<file path="src/rtl/addrBkptPkg.sv">
package addrBkptPkg;
  localparam int ADDR_W   = 16;
  localparam int EN_BIT   = 0;
  localparam int MODE_BIT = 1;

  typedef struct packed {
    logic loadMatch;
    logic loadCtrl;
  } cfgStrobes_t;
endpackage

</file>
<file path="src/rtl/addrBkptDatapath.sv">
module addrBkptDatapath
  import addrBkptPkg::*;
#(
  parameter int AW = ADDR_W
) (
  input  logic          clk,
  input  logic          rstN,
  input  cfgStrobes_t   cfgStb,
  input  logic [AW-1:0] wrData,
  input  logic [AW-1:0] busAddr,
  output logic          matchHit,
  output logic          enable,
  output logic          forced
);
  logic [AW-1:0] matchReg;
  logic [AW-1:0] bitEq;

  always_ff @(posedge clk or negedge rstN) begin
    if (!rstN) begin
      matchReg <= '0;
      enable   <= 1'b0;
      forced   <= 1'b0;
    end else begin
      if (cfgStb.loadMatch) matchReg <= wrData;
      if (cfgStb.loadCtrl) begin
        enable <= wrData[EN_BIT];
        forced <= wrData[MODE_BIT];
      end
    end
  end

  // Per-bit equality, then a wide AND: the full address is compared.
  for (genvar i = 0; i < AW; i++) begin : g_cmp
    assign bitEq[i] = ~(busAddr[i] ^ matchReg[i]);
  end
  assign matchHit = &bitEq;

  assert_match_load_R3: assert property (@(posedge clk) disable iff (!rstN)
    cfgStb.loadMatch |=> (matchReg == $past(wrData)));
  assert_ctrl_load_R3: assert property (@(posedge clk) disable iff (!rstN)
    cfgStb.loadCtrl |=> (enable == $past(wrData[EN_BIT])));
endmodule

</file>
<file path="src/rtl/addrBkptControl.sv">
module addrBkptControl
  import addrBkptPkg::*;
(
  input  logic        clk,
  input  logic        rstN,
  input  logic        cfgWrEn,
  input  logic        cfgWrSel,
  output cfgStrobes_t cfgStb,
  input  logic        matchHit,
  input  logic        enable,
  input  logic        forced,
  input  logic        busValid,
  input  logic        busFetch,
  input  logic        instrBoundary,
  input  logic        execValid,
  input  logic        execTag,
  output logic        fetchTag,
  output logic        haltReq
);
  logic armedForced, armedTagged, accessHit;
  logic pendingQ, pendingD, haltD;

  always_comb begin
    cfgStb.loadMatch = cfgWrEn && !cfgWrSel;
    cfgStb.loadCtrl  = cfgWrEn &&  cfgWrSel;
  end

  assign armedForced = enable && forced;
  assign armedTagged = enable && !forced;
  assign accessHit   = busValid && matchHit;
  assign fetchTag    = armedTagged && accessHit && busFetch;

  always_comb begin
    if (!armedForced)                 pendingD = 1'b0;
    else if (pendingQ && instrBoundary) pendingD = accessHit;
    else                              pendingD = pendingQ || accessHit;
    haltD = (armedForced && pendingQ && instrBoundary)
         || (armedTagged && execValid && execTag);
  end

  always_ff @(posedge clk or negedge rstN) begin
    if (!rstN) begin
      pendingQ <= 1'b0;
      haltReq  <= 1'b0;
    end else begin
      pendingQ <= pendingD;
      haltReq  <= haltD;
    end
  end

  assert_halt_needs_enable_R2: assert property (@(posedge clk) disable iff (!rstN)
    haltReq |-> $past(enable));
  assert_forced_fire_R4: assert property (@(posedge clk) disable iff (!rstN)
    (enable && forced && pendingQ && instrBoundary) |=> haltReq);
  assert_one_shot_R5: assert property (@(posedge clk) disable iff (!rstN)
    (pendingQ && instrBoundary && !accessHit) |=> !pendingQ);
  assert_tag_fetch_only_R7: assert property (@(posedge clk) disable iff (!rstN)
    fetchTag |-> (busValid && busFetch));
  assert_tag_fire_R8: assert property (@(posedge clk) disable iff (!rstN)
    (enable && !forced && execValid && execTag) |=> haltReq);
  assert_disable_clears_R10: assert property (@(posedge clk) disable iff (!rstN)
    !enable |=> !pendingQ);
endmodule

</file>
<file path="src/rtl/addrBreakpoint.sv">
module addrBreakpoint
  import addrBkptPkg::*;
#(
  parameter int AW = ADDR_W
) (
  input  logic          clk,
  input  logic          rstN,
  input  logic          cfgWrEn,
  input  logic          cfgWrSel,
  input  logic [AW-1:0] cfgWrData,
  input  logic [AW-1:0] busAddr,
  input  logic          busValid,
  input  logic          busFetch,
  input  logic          instrBoundary,
  input  logic          execValid,
  input  logic          execTag,
  output logic          fetchTag,
  output logic          haltReq
);
  cfgStrobes_t cfgStb;
  logic matchHit, enable, forced;

  addrBkptDatapath #(.AW(AW)) u_dp (
    .clk(clk), .rstN(rstN), .cfgStb(cfgStb), .wrData(cfgWrData),
    .busAddr(busAddr), .matchHit(matchHit), .enable(enable), .forced(forced)
  );

  addrBkptControl u_ctl (
    .clk(clk), .rstN(rstN), .cfgWrEn(cfgWrEn), .cfgWrSel(cfgWrSel),
    .cfgStb(cfgStb), .matchHit(matchHit), .enable(enable), .forced(forced),
    .busValid(busValid), .busFetch(busFetch), .instrBoundary(instrBoundary),
    .execValid(execValid), .execTag(execTag), .fetchTag(fetchTag),
    .haltReq(haltReq)
  );

  assert_reset_quiet_R1: assert property (@(posedge clk)
    !rstN |-> (!haltReq && !fetchTag));
endmodule

</file>
<file path="config.mk">
export PLATFORM = sky130hd
export DESIGN_NAME = addrBreakpoint
export DESIGN_NICKNAME = d
export VERILOG_FILES = /design/src/rtl/addrBkptPkg.sv /design/src/rtl/addrBkptDatapath.sv /design/src/rtl/addrBkptControl.sv /design/src/rtl/addrBreakpoint.sv
export SDC_FILE = /design/constraint.sdc
export NUM_CORES = 1
export LEC_CHECK = 0
export BUFFER_PORTS_ARGS = -buffer_cell sky130_fd_sc_hd__buf_2
export CORE_ASPECT_RATIO = 0.9
export CORE_MARGIN = 5
export CORE_UTILIZATION = 45
export DETAILED_ROUTE_END_ITERATION = 10
export HOLD_SLACK_MARGIN = 0.12
export PLACE_DENSITY = 0.74
export SLEW_MARGIN = 15
export SYNTH_ARGS = -nofsm -noshare
export SYNTH_HDL_FRONTEND = slang
export SYNTH_SLANG_ARGS = --single-unit
</file>
<file path="constraint.sdc">
create_clock -name clk -period 1.6 [get_ports clk]
set_input_delay 0.16 -clock clk [delete_from_list [all_inputs] [get_ports clk]]
set_output_delay 0.16 -clock clk [all_outputs]
set_load 0.03 [all_outputs]
</file>
==> metrics <==
status=finished, violations left; failing checks=setup timing; routability cong.=0.7439; Core Util, Final=73.27%; CP max stage cell=dfrtp_1; WS Path Type=reg2out; Max clock buf depth=2; P_sw=294.6 uW; largest net degree at the start of global routing=21; CP arrival=1760 ps; critical path fanouts, max=2; CP Depth=6; CTS tree=built; CTS buffer count=3; worst vdd ir=0.0005689 V; leakage=0.6766 nW; Int Pwr=832.0 uW; Starting Density=48.89%; switching share of power=26.15%; clock power share=19.9%; DRT Wirelength=2074 um; Fin Hold WS=162.9 ps; total gr overflow=0; RR Endpoint=u_ctl.pendingQ$_DFF_PN0_; total die area=3168 um2; total negative setup slack=-317.6 ps; RSZ-0062 raised after global routing=yes; Port Buffer Count=42; Logic pwr share=24.5%; layout cells sized above 1=49.64%; later-pin clock latency in the skew report=290 ps; worst reg2reg path startpoint=u_dp.matchReg[5]$_DFFE_PN0P_; Compound-Gate Fraction of Synth Area=1.299%; post-synth net total=116; fillcell total=148; overall die width=58.78 um; DR WL/cell=12.65 um; Antenna Nets Post-Route=0; Post-Synth Simple-Gate Area=10.13%; DRC=0; Vert. Die Dim=53.90 um; Worst setup EP type=primary output; n_diodes=0; R2R depth=5; Critical Path End=fetchTag; CTS Sinks=20; Max stage delay on crit path=400 ps; Core Rows=15; global-route wire length before repair=3277 um; xor/xnor share of the synthesized area=14.55%; Worst Clk Skew=4.151 ps; 1st-pass router iterations=4; Crit path required time=1440 ps; largest family of logic cells by synthesized area=multiplexers; Worst path top cell family by delay=simple AND/OR/NAND/NOR gates; critical path cell sequence=xor2_1, nor4_1, buf_4, nand4_1, nor4_4, buf_4; WP buf/inv=2; Max-Slew Margin vs Limit=70.76%; Vias=788; Layout area overhead=49.87%; fin. max-slew vios=0; post-synthesis sequential area ratio=51.95%; Setup WS post-layout=-317.6 ps; # IOs=43; Period Utilization, post-route=119.8%; fin crit period=1918 ps; Yosys cell types=16; CORE AREA=1971 um2; gr usage total=14.00%; Mean Syn Cell Area=12.85 um2; setup violators final=1; Critical Path Start=u_dp.matchReg[5]$_DFFE_PN0P_; Synth Cell Area=963.4 um2; Power Dens Cells=780.3 nW/um2; max cap viols=0; clk slew on worst S/H paths=100 ps; Setup WS pre-CTS=-48.58 ps; Yosys reg bits=20; highest clock rate=521.5 MHz; Post-Synth Adder-Cell Area=0%; Worst Tran Pin Value=438.6 ps; routed vias/inst=4.805; antenna violations before repair=0; CP startpoint kind=flop; DRT iter0 DRCs=10; proportion of synthesized area in mux cells=21.04%; Crit path top cell by count=buf_4; count of final hold-check violations=0; Final #Nets=182; Synth warnings=0; worst hold path type=in2reg; Root Buffer=clkbuf_4; vias in the first global route=789; H-Tree Level Count=1; reg2reg setup slack=200 ps; Mapped Cells=75; Sequential Power Share=55.6%
## synthesized netlist by cell type
cell	count	area (um2)
and2_1	1	6.260
buf_2	2	10.01
dfrtp_1	20	500.5
mux2_2	18	202.7
nand2_1	5	18.77
nand3_1	3	15.01
nand4_1	1	6.260
nand4b_1	1	8.760
nor2b_1	1	6.260
nor3_1	1	5.000
nor4_1	3	18.77
nor4_2	1	12.51
o21ai_0	1	5.000
o31ai_1	1	7.510
xnor2_1	1	8.760
xor2_1	15	131.4
## cells by family (layout without fill, tap and decap cells)
family / count (synthesis) / count (layout)
flip-flops: 20 / 20
multiplexers: 18 / 18
AND/OR/NAND/NOR: 17 / 17
XOR/XNOR: 16 / 16
AO/OA/AOI/OAI: 2 / 2
buffers and inverters: 2 / 66
## sequential cells by signal, summed over array words and instances (netlist names)
signal / cells
u_ctl.haltReq: 1
u_dp.matchReg: 16
u_ctl.pendingQ: 1
u_dp.enable: 1
u_dp.forced: 1
## layout make-up
cell class	instances	area (um2)	area share [%]
Clock buffer	3	22.52	1.560
Multi-Input combinational cell	53	474.2	32.84
Sequential cell	20	500.5	34.66
Tap cell	25	31.28	2.166
Timing Repair Buffer	63	415.4	28.77
## how the worst min path moves through the flow
stage | start | endpoint | slack (ps) | cells after the start
global placement | rstN | u_dp.matchReg[14]$_DFFE_PN0P_ | 130 | 1
finish | instrBoundary | u_ctl.pendingQ$_DFF_PN0_ | 160 | 3
detailed placement | rstN | u_dp.matchReg[14]$_DFFE_PN0P_ | 140 | 1
CTS | busValid | u_ctl.pendingQ$_DFF_PN0_ | 120 | 3
floorplan | rstN | u_ctl.haltReq$_DFF_PN0_ | -140 | 0
global route | instrBoundary | u_ctl.pendingQ$_DFF_PN0_ | 140 | 3
## through the flow
stage | total power, mW | cell area, um2 | instances
after CTS | 1.138 | 1421 | 163
after detailed placement | 0.8755 | 1226 | 143
after floorplan | 0.7709 | 972.2 | 75
after global routing | 1.204 | 1444 | 164
after global placement | 0.8614 | 1226 | 143
final | 1.127 | 1444 | 164
## power groups by stage
stage / Combinational, mW / Clock (mW) / Sequential (mW)
global placement: 0.230 / 0 / 0.631
global route: 0.304 / 0.264 / 0.636
floorplan: 0.144 / 0 / 0.627
finish: 0.276 / 0.224 / 0.626
CTS: 0.269 / 0.241 / 0.628
detailed placement: 0.237 / 0 / 0.638
## placed cells by master, fill, tap and decap left out, drive strengths merged
cell         Yosys  layout
nand2            5       5
nor4             4       4
o21ai            1       1
buf              2      45
o31ai            1       1
nor2b            1       1
dlygate4sd3      0      18
xnor2            1       1
xor2            15      15
nor3             1       1
dfrtp           20      20
and2             1       1
nand3            3       3
nand4            1       1
mux2            18      18
clkbuf           0       3
nand4b           1       1
## timing repair
action,CTS,global route
resized for setup,1,2
hold buffers,17,1
buffers inserted,0,0
endpoints found under the hold margin,38,1
setup endpoints to repair,1,1
pin swaps,3,1
## layer usage
metal | global-route usage, % | vias to the layer above | wire length (um)
met5 | 0 | - | 0
met4 | 4.151 | 0 | 5
met3 | 3.837 | 2 | 160
met2 | 25.37 | 27 | 1086
met1 | 16.17 | 366 | 822
li1 | - | 393 | -
## worst register-to-register path, cell delays in order, from the launching register on
cell,delay (ps)
dfrtp_1,400
xor2_1,160
nor4_1,270
buf_4,170
nand3_1,60
o31ai_1,250
(Power assumes the default switching activity.)
